**src/rtl/gpiob_pkg.sv**
```systemverilog
package gpiob_pkg;

   typedef logic [7:0] ofs_t;

   // byte offsets of the register file
   localparam ofs_t OFS_ID       = 8'h00;
   localparam ofs_t OFS_CFG      = 8'h10;
   localparam ofs_t OFS_DONE     = 8'h14;
   localparam ofs_t OFS_STA      = 8'h18;
   localparam ofs_t OFS_ENA      = 8'h1C;
   localparam ofs_t OFS_WEN      = 8'h20;
   localparam ofs_t OFS_STB      = 8'h28;
   localparam ofs_t OFS_ENB      = 8'h2C;
   localparam ofs_t OFS_CTRL     = 8'h30;
   localparam ofs_t OFS_DIR      = 8'h34;
   localparam ofs_t OFS_DIN      = 8'h38;
   localparam ofs_t OFS_DOUT     = 8'h3C;
   localparam ofs_t OFS_LLO      = 8'h40;
   localparam ofs_t OFS_LHI      = 8'h44;
   localparam ofs_t OFS_RISE     = 8'h48;
   localparam ofs_t OFS_FALL     = 8'h4C;
   localparam ofs_t OFS_DBEN     = 8'h50;
   localparam ofs_t OFS_DBT      = 8'h54;
   localparam ofs_t OFS_ENA_CLR  = 8'h60;
   localparam ofs_t OFS_ENA_SET  = 8'h64;
   localparam ofs_t OFS_ENB_CLR  = 8'h70;
   localparam ofs_t OFS_ENB_SET  = 8'h74;
   localparam ofs_t OFS_WEN_CLR  = 8'h80;
   localparam ofs_t OFS_WEN_SET  = 8'h84;
   localparam ofs_t OFS_DOUT_CLR = 8'h90;
   localparam ofs_t OFS_DOUT_SET = 8'h94;

   localparam logic [7:0] ID_VALUE   = 8'h18;
   localparam logic [4:0] CFG_KEEP   = 5'b11101;
   localparam int         CFG_SRST   = 1;
   localparam int         CFG_WAKEEN = 2;
   localparam int         CTRL_W     = 3;
   localparam logic [CTRL_W-1:0] CTRL_RST = 3'd2;

   // aliased registers: index, main / clear / set offsets
   localparam int NALIAS = 4;
   localparam int AL_ENA  = 0;
   localparam int AL_ENB  = 1;
   localparam int AL_WEN  = 2;
   localparam int AL_DOUT = 3;
   localparam ofs_t AL_LD  [NALIAS] = '{OFS_ENA,     OFS_ENB,     OFS_WEN,     OFS_DOUT};
   localparam ofs_t AL_CLR [NALIAS] = '{OFS_ENA_CLR, OFS_ENB_CLR, OFS_WEN_CLR, OFS_DOUT_CLR};
   localparam ofs_t AL_SET [NALIAS] = '{OFS_ENA_SET, OFS_ENB_SET, OFS_WEN_SET, OFS_DOUT_SET};

   // two status/enable/interrupt sets
   localparam int NIRQ = 2;
   localparam ofs_t ST_OFS [NIRQ] = '{OFS_STA, OFS_STB};

endpackage

```
**src/rtl/gpiob_sync.sv**
```systemverilog
module gpiob_sync #(
   parameter int W      = 32,
   parameter int STAGES = 2
) (
   input  logic         clk,
   input  logic         rst_n,
   input  logic [W-1:0] d,
   output logic [W-1:0] q
);
   if (STAGES < 1) begin : g_bad_stages
      $error("gpiob_sync: STAGES must be at least 1");
   end

   logic [W-1:0] chain [STAGES];

   for (genvar s = 0; s < STAGES; s++) begin : g_stage
      always_ff @(posedge clk or negedge rst_n) begin
         if (!rst_n) begin
            chain[s] <= '0;
         end else begin
            if (s == 0) chain[s] <= d;
            else        chain[s] <= chain[(s == 0) ? 0 : s-1];
         end
      end
   end

   assign q = chain[STAGES-1];
endmodule

```
**src/rtl/gpiob_detect.sv**
```systemverilog
module gpiob_detect #(
   parameter int NPINS = 32
) (
   input  logic [NPINS-1:0] cur,
   input  logic [NPINS-1:0] prev,
   input  logic [NPINS-1:0] is_in,
   input  logic [NPINS-1:0] det_lo,
   input  logic [NPINS-1:0] det_hi,
   input  logic [NPINS-1:0] det_rise,
   input  logic [NPINS-1:0] det_fall,
   output logic [NPINS-1:0] ev
);
   logic [NPINS-1:0] up, down, lvl;

   always_comb begin
      up   = cur & ~prev & det_rise;
      down = ~cur & prev & det_fall;
      lvl  = (cur & det_hi) | (~cur & det_lo);
      ev   = is_in & (up | down | lvl);
   end
endmodule

```
**src/rtl/gpiob_alias_reg.sv**
```systemverilog
module gpiob_alias_reg #(
   parameter int           W   = 32,
   parameter logic [W-1:0] RST = '0
) (
   input  logic         clk,
   input  logic         rst_n,
   input  logic         flush,
   input  logic         ld,
   input  logic         set,
   input  logic         clr,
   input  logic [W-1:0] d,
   output logic [W-1:0] q
);
   always_ff @(posedge clk or negedge rst_n) begin
      if (!rst_n)     q <= RST;
      else if (flush) q <= RST;
      else if (ld)    q <= d;
      else if (set)   q <= q | d;
      else if (clr)   q <= q & ~d;
   end
endmodule

```
**src/rtl/gpiob_status.sv**
```systemverilog
module gpiob_status #(
   parameter int NPINS = 32
) (
   input  logic             clk,
   input  logic             rst_n,
   input  logic             flush,
   input  logic [NPINS-1:0] clr,
   input  logic [NPINS-1:0] ev,
   input  logic [NPINS-1:0] en,
   output logic [NPINS-1:0] stat,
   output logic             irq
);
   always_ff @(posedge clk or negedge rst_n) begin
      if (!rst_n)     stat <= '0;
      else if (flush) stat <= '0;
      else            stat <= (stat & ~clr) | ev;
   end

   assign irq = |(stat & en);
endmodule

```
**src/rtl/gpiob_bank.sv**
```systemverilog
module gpiob_bank
   import gpiob_pkg::*;
#(
   parameter int NPINS       = 32,
   parameter int DW          = 32,
   parameter int ADDR_W      = 8,
   parameter int SYNC_STAGES = 2,
   parameter int DBT_W       = 8
) (
   input  logic              clk,
   input  logic              rst_n,
   input  logic              bus_wr,
   input  logic [ADDR_W-1:0] bus_addr,
   input  logic [DW-1:0]     bus_wdata,
   output logic [DW-1:0]     bus_rdata,
   input  logic [NPINS-1:0]  pin_in,
   output logic [NPINS-1:0]  pin_out,
   output logic [NPINS-1:0]  pin_oe,
   output logic              irq_a,
   output logic              irq_b,
   output logic              wake_req
);
   if (NPINS < 1 || NPINS > DW) begin : g_bad_npins
      $error("gpiob_bank: NPINS must be 1..DW");
   end
   if (ADDR_W < 8) begin : g_bad_addr
      $error("gpiob_bank: ADDR_W must be at least 8");
   end
   if (DBT_W < 1 || DBT_W > DW || DW < 8) begin : g_bad_dbt
      $error("gpiob_bank: DBT_W must be 1..DW and DW at least 8");
   end

   localparam logic [NPINS-1:0] ALL_IN = '1;

   function automatic logic hit(input logic wr, input logic [ADDR_W-1:0] a, input ofs_t o);
      return wr && (a == ADDR_W'(o));
   endfunction

   logic [NPINS-1:0] wpins;
   logic             soft_rst;
   logic [4:0]       cfg_q;
   logic [CTRL_W-1:0] ctrl_q;
   logic [NPINS-1:0] dir_q, lo_q, hi_q, rise_q, fall_q, dben_q;
   logic [DBT_W-1:0] dbt_q;
   logic [NPINS-1:0] din, prev_q, ev;
   logic [NPINS-1:0] alias_q [NALIAS];
   logic [NPINS-1:0] stat [NIRQ];
   logic [NPINS-1:0] en   [NIRQ];
   logic [NIRQ-1:0]  irq;
   logic [NPINS-1:0] en_a, en_b, wen, out_q, stat_a, stat_b;
   logic             wake_hit, wake_q;

   assign wpins    = bus_wdata[NPINS-1:0];
   assign soft_rst = hit(bus_wr, bus_addr, OFS_CFG) && bus_wdata[CFG_SRST];

   // plain storage registers
   always_ff @(posedge clk or negedge rst_n) begin
      if (!rst_n) begin
         cfg_q  <= '0;
         ctrl_q <= CTRL_RST;
         dir_q  <= ALL_IN;
         lo_q   <= '0;
         hi_q   <= '0;
         rise_q <= '0;
         fall_q <= '0;
         dben_q <= '0;
         dbt_q  <= '0;
      end else if (soft_rst) begin
         cfg_q  <= bus_wdata[4:0] & CFG_KEEP;
         ctrl_q <= CTRL_RST;
         dir_q  <= ALL_IN;
         lo_q   <= '0;
         hi_q   <= '0;
         rise_q <= '0;
         fall_q <= '0;
         dben_q <= '0;
         dbt_q  <= '0;
      end else if (bus_wr) begin
         case (bus_addr)
            ADDR_W'(OFS_CFG):  cfg_q  <= bus_wdata[4:0] & CFG_KEEP;
            ADDR_W'(OFS_CTRL): ctrl_q <= bus_wdata[CTRL_W-1:0];
            ADDR_W'(OFS_DIR):  dir_q  <= wpins;
            ADDR_W'(OFS_LLO):  lo_q   <= wpins;
            ADDR_W'(OFS_LHI):  hi_q   <= wpins;
            ADDR_W'(OFS_RISE): rise_q <= wpins;
            ADDR_W'(OFS_FALL): fall_q <= wpins;
            ADDR_W'(OFS_DBEN): dben_q <= wpins;
            ADDR_W'(OFS_DBT):  dbt_q  <= bus_wdata[DBT_W-1:0];
            default: ;
         endcase
      end
   end

   // registers with set / clear aliases
   for (genvar k = 0; k < NALIAS; k++) begin : g_alias
      gpiob_alias_reg #(.W(NPINS), .RST('0)) i_reg (
         .clk   (clk),
         .rst_n (rst_n),
         .flush (soft_rst),
         .ld    (hit(bus_wr, bus_addr, AL_LD[k])),
         .set   (hit(bus_wr, bus_addr, AL_SET[k])),
         .clr   (hit(bus_wr, bus_addr, AL_CLR[k])),
         .d     (wpins),
         .q     (alias_q[k])
      );
   end

   assign en_a  = alias_q[AL_ENA];
   assign en_b  = alias_q[AL_ENB];
   assign wen   = alias_q[AL_WEN];
   assign out_q = alias_q[AL_DOUT];

   // input path
   gpiob_sync #(.W(NPINS), .STAGES(SYNC_STAGES)) i_sync (
      .clk   (clk),
      .rst_n (rst_n),
      .d     (pin_in),
      .q     (din)
   );

   always_ff @(posedge clk or negedge rst_n) begin
      if (!rst_n) prev_q <= '0;
      else        prev_q <= din;
   end

   gpiob_detect #(.NPINS(NPINS)) i_detect (
      .cur      (din),
      .prev     (prev_q),
      .is_in    (dir_q),
      .det_lo   (lo_q),
      .det_hi   (hi_q),
      .det_rise (rise_q),
      .det_fall (fall_q),
      .ev       (ev)
   );

   // two parallel status / interrupt sets
   assign en[0] = en_a;
   assign en[1] = en_b;

   for (genvar n = 0; n < NIRQ; n++) begin : g_irq
      gpiob_status #(.NPINS(NPINS)) i_status (
         .clk   (clk),
         .rst_n (rst_n),
         .flush (soft_rst),
         .clr   (hit(bus_wr, bus_addr, ST_OFS[n]) ? wpins : '0),
         .ev    (ev),
         .en    (en[n]),
         .stat  (stat[n]),
         .irq   (irq[n])
      );
   end

   assign stat_a = stat[0];
   assign stat_b = stat[1];
   assign irq_a  = irq[0];
   assign irq_b  = irq[1];

   // sticky wakeup request
   assign wake_hit = (|(ev & wen)) && cfg_q[CFG_WAKEEN] && (|cfg_q[4:3]);

   always_ff @(posedge clk or negedge rst_n) begin
      if (!rst_n)        wake_q <= 1'b0;
      else if (soft_rst) wake_q <= 1'b0;
      else if (wake_hit) wake_q <= 1'b1;
   end

   assign wake_req = wake_q;
   assign pin_out  = out_q;
   assign pin_oe   = ~dir_q;

   // read mux
   always_comb begin
      bus_rdata = '0;
      case (bus_addr)
         ADDR_W'(OFS_ID):   bus_rdata = DW'(ID_VALUE);
         ADDR_W'(OFS_CFG):  bus_rdata = DW'(cfg_q);
         ADDR_W'(OFS_DONE): bus_rdata = DW'(1);
         ADDR_W'(OFS_STA):  bus_rdata = DW'(stat_a);
         ADDR_W'(OFS_STB):  bus_rdata = DW'(stat_b);
         ADDR_W'(OFS_ENA), ADDR_W'(OFS_ENA_CLR), ADDR_W'(OFS_ENA_SET):
                            bus_rdata = DW'(en_a);
         ADDR_W'(OFS_ENB), ADDR_W'(OFS_ENB_CLR), ADDR_W'(OFS_ENB_SET):
                            bus_rdata = DW'(en_b);
         ADDR_W'(OFS_WEN), ADDR_W'(OFS_WEN_CLR), ADDR_W'(OFS_WEN_SET):
                            bus_rdata = DW'(wen);
         ADDR_W'(OFS_DOUT), ADDR_W'(OFS_DOUT_CLR), ADDR_W'(OFS_DOUT_SET):
                            bus_rdata = DW'(out_q);
         ADDR_W'(OFS_CTRL): bus_rdata = DW'(ctrl_q);
         ADDR_W'(OFS_DIR):  bus_rdata = DW'(dir_q);
         ADDR_W'(OFS_DIN):  bus_rdata = DW'(din);
         ADDR_W'(OFS_LLO):  bus_rdata = DW'(lo_q);
         ADDR_W'(OFS_LHI):  bus_rdata = DW'(hi_q);
         ADDR_W'(OFS_RISE): bus_rdata = DW'(rise_q);
         ADDR_W'(OFS_FALL): bus_rdata = DW'(fall_q);
         ADDR_W'(OFS_DBEN): bus_rdata = DW'(dben_q);
         ADDR_W'(OFS_DBT):  bus_rdata = DW'(dbt_q);
         default:           bus_rdata = '0;
      endcase
   end
endmodule

```
**config.mk**
```make
export PLATFORM = sky130hd
export DESIGN_NAME = gpiob_bank
export DESIGN_NICKNAME = d
export VERILOG_FILES = /design/src/rtl/gpiob_pkg.sv /design/src/rtl/gpiob_sync.sv /design/src/rtl/gpiob_detect.sv /design/src/rtl/gpiob_alias_reg.sv /design/src/rtl/gpiob_status.sv /design/src/rtl/gpiob_bank.sv
export SDC_FILE = /design/constraint.sdc
export NUM_CORES = 1
export LEC_CHECK = 0
export BUFFER_PORTS_ARGS = -buffer_cell sky130_fd_sc_hd__buf_2
export CAP_MARGIN = 25
export CORE_MARGIN = 10
export CORE_UTILIZATION = 45
export CTS_CLUSTER_DIAMETER = 120
export CTS_CLUSTER_SIZE = 12
export DETAILED_ROUTE_END_ITERATION = 6
export RECOVER_POWER = 25
export SLEW_MARGIN = 20
export SYNTH_ARGS = -nofsm -noshare
export SYNTH_HDL_FRONTEND = slang
export SYNTH_SLANG_ARGS = --single-unit
```
**constraint.sdc**
```tcl
create_clock -name clk -period 8.7 [get_ports clk]
set_clock_uncertainty 0.2 [all_clocks]
set_input_delay 2.61 -clock clk [delete_from_list [all_inputs] [get_ports clk]]
set_output_delay 2.61 -clock clk [all_outputs]
set_load 0.01 [all_outputs]
```
# Word level (Yosys, flattened, before mapping)
# Index checks and enable logic that the tools add are counted.
[word_totals]
regBits = 497
input_bits = 75
out_inout_bits = 99
elab_cells = 176
[classes]
n_eq_ne = 25
muxes = 50
bitwise = 31
reduce_logical = 51
[ops]
columns = ["op", "n"]
rows = [
  ["2-to-1 mux 32 bit", 38],
  ["case mux 32 bit (18 select lines)", 1],
  ["AND 32 bit", 16],
  ["bitwise OR 32 bit", 9],
  ["inverter 32 bit", 6],
  ["OR reduction 32 bit", 3],
  ["equality test 8 x 7 -> 1 bit, second input constant", 10],
  ["equality test 8 x 6 -> 1 bit, second input constant", 7],
  ["equality test 8 x 5 -> 1 bit, second input constant", 4],
  ["equality test 8 bit, second input constant", 4],
  ["2-to-1 mux 8 bit", 3],
  ["nonzero test 2 bit", 11],
  ["logical AND 1 bit", 18],
  ["AND reduction 2 bit", 9],
  ["nonzero test 4 bit", 4],
  ["2-to-1 mux 5 bit", 3],
  ["OR reduction 3 bit", 4],
  ["2-to-1 mux 3 bit", 3],
  ["logical NOT 8 bit", 1],
  ["2-to-1 mux 1 bit", 2],
  ["OR reduction 2 bit", 1],
]

# Depth between registers and ports, before layout
[depth]
word_depth = 12
ltp_mapped = 11
mapped_depth_nobuf = 6

# Hierarchy
# From an unflattened synthesis, not the netlist that was laid out.
[hier_totals]
cells_unflattened = 2641
area_unflattened_um2 = 24618.6
[by_module_without_submodules]
columns = ["mod", "instances", "cells_each", "area_each_um2", "seq_area_each_um2"]
rows = [
  ["gpiob_bank", 1, 1541, 13435.4, 6047.0],
  ["gpiob_alias_reg", 4, 143, 1417.6, 800.8],
  ["gpiob_status", 2, 152, 1375.1, 800.8],
  ["gpiob_sync", 1, 96, 1841.8, 1601.5],
  ["gpiob_detect", 1, 128, 920.9, 0.0],
]

# Worst setup path before layout
# OpenSTA, ideal clock, no wires.
[synth_timing]
kind = "input to output"
from = "input bus_addr[1]"
to = "output bus_rdata[1]"
arrival_ns = 4.308
t_required_ns = 5.890
setup_slack_ns = 1.582
path_stages = 8
path_buffers = 2
path_cell_list = "buf_2 -> or4b_1 -> buf_2 -> nor3_1 -> a22oi_1 -> o22ai_1 -> nor2_1 -> nand4_1"
[synth_between]
elab_chain_cells = 3
elab_cells_between_ends = 31
classes_between = "25 x eq/ne; 1 x mux; 5 x reduce/logical"
[synth_rtl]
columns = ["item", "line", "text"]
rows = [
  ["from (decl)", "gpiob_bank.sv:13", "input logic [ADDR_W-1:0] bus_addr,"],
  ["equality test 8 x 6 -> 1 bit (tied with other cells)", "gpiob_bank.sv:175", "case (bus_addr)"],
  ["OR reduction 3 bit", "gpiob_bank.sv:175", ""],
  ["case mux 32 bit (18 select lines) *", "gpiob_bank.sv:175", ""],
  ["to (decl)", "gpiob_bank.sv:15", "output logic [DW-1:0] bus_rdata,"],
]
# Mark *: on every way between the ends. The rest lies on a longest branch, timed or not.

# Final worst setup path
[layout_timing]
from = "input bus_addr[6]"
to = "output bus_rdata[0]"
# Same word-level chain as after synthesis.

==> impl_metrics.ini <==
[status]
status = finished, violations left
failed_checks = max-capacitance violations, max-slew violations

[cells_and_area]
final_layout_size_suffix_gt1_share_pct = 14.7
fin_cells = 3338
final_area_um2 = 26800
nNetsFinal = 2690
area_growth_syn_to_layout_pct = 12.2

[routing]
vias = 22884
drt-pass1-iter-count = 7
post_drt_wl_per_cell_um = 31.7
drt_wl_total_mm = 106
routed_via_density = 6.86
drt_iter0_drc = 3805
drc = 0
ant_nets = 0

[grt]
grt_usage_pct = 32.7
grt_first_pass_wirelength_mm = 155
antenna_found_initial = 5
grt_pass1_vias = 21837
grt_max_degree = 161
grt_overflow = 0

[floorplan]
die-area_um2 = 62700
io_pins = 174
core_um2 = 52600
rows = 84
fp.dieH_um = 250
die_w_um = 250
start_util_pct = 45.5

[sta]
slew_viol_final = 120
final_hold_viol_count = 0
final-setup-viol-count = 0
min_period_ns = 8.04
grt_setup_unrepaired = false
fin_setup_tns_ns = 0
max_slew_margin_pct = -264
max_freq_ghz = 0.124
fin_crit_sh_pct = 92.4
worst_pin_slew_ns = 5.46

[power]
p_clk_share_pct = 35.8
p_comb_share_pct = 11.8
intPower_w = 0.00384
irDropWorstVdd_mv = 0.168
switching_power_w = 0.00168
powerDensity_nw_per_um2 = 206
seq_power_share_pct = 52.4
p_sw_share_pct = 30.4
p_leak_nw = 11.9

[clocking]
insertion_delay_ns = 0.61
post-cts-setup-buffers = 0
post_cts_resized = 0
numCtsBuffers = 47
cts_buffer_depth = 3
clk_pin_slew_ns = 0.06
ctsRootBufferMaster = clkbuf_16
cts_hold_buffers = 0
h-tree-depth = 2
cts_sinks = 496
cts_tree = yes

[setup_path]
r2r_slack_ns = 6.39
r2r_cells = 6
cp_max_fo = 23
cp.required_ns = 5.89
critPathCaptureType = primary output
crit_arrival_ns = 5.23
worstSetupStartpointType = primary input
crit_type = in2out

[logic_synthesis]
synth_warnings = 0
seq_area_frac_synth_pct = 52.1
syn-num-nets = 2624
mappedNetlistArea_um2 = 23900
ys.flop_type = dfrtp_1
synth-edff-count = 0
synth.avg_cell_area_um2 = 9.37
ys_seq_elements = 496
yosysUniqueCellTypes = 64
synthArstFlopShare_pct = 100
synthCells = 2549

[worst_hold_path]
hold_class = reg2reg
hold_depth = 0

[placed_design]
place_hpwl_mm = 68.9
dp_cells = 3254
place_area_um2 = 25500
io_buffers = 173
place.gp.congestion = 0.994

[job]
drv_cap = 1
## synthesized netlist by cell type (all sizes together) (2+ instances only)
library cell	count	area, um^2
or4	2	15.0
buf	85	463
a221o	2	20.0
nor3	11	71.3
nand2b	35	219
nand4b	2	17.5
nor2	249	935
nor4	4	31.3
and2	10	62.6
nand3b	3	22.5
a222oi	34	340
nand2	303	1140
o32ai	3	26.3
a211o	4	35.0
o22a	3	26.3
o311a	2	20.0
a32o	36	360
nand4bb	2	22.5
nand4	15	93.8
o22ai	16	100
a221oi	44	385
a22oi	148	1110
nor3b	5	47.5
a2111oi	2	42.5
dfstp	33	867
a311oi	30	263
nor4b	2	23.8
mux2	13	146
nand3	202	1020
dfrtp	463	11600
nor2b	11	68.8
o21ai	166	831
a21oi	210	1050
clkbuf	160	601
a22o	28	245
a32oi	7	61.3
inv	68	255
and3	10	62.6
a211oi	30	225
mux4	3	67.6
mux2i	80	801
or4b	3	30.0
## final timing paths
check / from / to
max in group asynchronous: rst_n / g_alias[3].i_reg.q[25]
min: i_sync.chain[51] / i_sync.q[19]
max: bus_addr[6] / bus_rdata[0]
min reg2reg: i_sync.chain[51] / i_sync.q[19]
min in group asynchronous: rst_n / hi_q[0]
max reg2reg: dir_q[23] / wake_req
## cell usage in the layout (no fill, tap or decap), drive strengths merged, types with 33 or more instances in the layout
master and instances:
buf 257, dfrtp 463, dfstp 33, nand3 202, nand2 303, o21ai 166, clkbuf 82, nand2b 35
a222oi 34, a32o 36, a21oi 210, a22oi 148, nor2 249, mux2i 80, inv 70, a221oi 44
## logic make-up after synthesis
kind of cell           after synthesis  share of synthesized area [%]
flip-flops                         496                           52.1
AND/OR/NAND/NOR                    875                           16.5
multiplexers                        96                           4.25
buffers and inverters              313                           5.52
AO/OA/AOI/OAI                      769                           21.7
## area by class of cell
class | count | area [um^2]
clock buffer | 80 | 1320
tap | 688 | 861
sequential | 496 | 12500
timing repair buffer | 262 | 1650
inverter | 68 | 255
antenna | 1 | 2.50
multi-input combinational | 1740 | 10200
clock inverter | 3 | 33.8
fill | 4867 | 25700
## critical path, stage by stage
cell	delay (ns)
buf_2	0.48
or4b_1	0.65
nor3_1	0.31
buf_4	0.24
nand2_1	0.06
o21ai_0	0.38
a22oi_1	0.12
nand4_1	0.19
buf_2	0.17
## flip-flops by register name (all words and copies together) (netlist names), 8 cells and up
register	cells
g_irq.i_status.stat	64
dir_q	32
prev_q	32
hi_q	32
g_alias.i_reg.q	128
rise_q	32
fall_q	32
i_sync.chain	32
lo_q	32
dben_q	32
dbt_q	8
i_sync.q	32
## power groups by stage
| stage | Combinational [W] | Sequential [W] | Clock (W) |
|---|---|---|---|
| 6_report | 0.000651 | 0.00289 | 0.00198 |
| 5_1_grt | 0.000713 | 0.00290 | 0.00208 |
| 3_5_place_dp | 0.000638 | 0.00291 | 0 |
| 2_1_floorplan | 0.000380 | 0.00276 | 0 |
| 3_3_place_gp | 0.000621 | 0.00291 | 0 |
| 4_1_cts | 0.000641 | 0.00287 | 0.00199 |
## metal layers
metal	GRT usage, %	vias up	wire [um]
met1	43.7	11482	41100
met2	48.7	1668	46400
met4	17.4	4	6470
li1	-	9356	-
met3	7.49	374	11900
met5	0	-	28
## per-stage QoR
step / power [W] / worst slack [ns] / hold slack [ns] / utilization [%]
2_1_floorplan: 0.00314 / 1.58 / 0.131 / -
3_3_place_gp: 0.00353 / 0.802 / 0.132 / 48.4
3_5_place_dp: 0.00355 / 0.798 / 0.135 / 48.5
4_1_cts: 0.00550 / 0.793 / 0.149 / 51.0
5_1_grt: 0.00569 / 0.372 / 0.155 / 51.0
6_report: 0.00552 / 0.665 / 0.147 / 51.0
No activity file was read; power rests on OpenSTA's default activity.
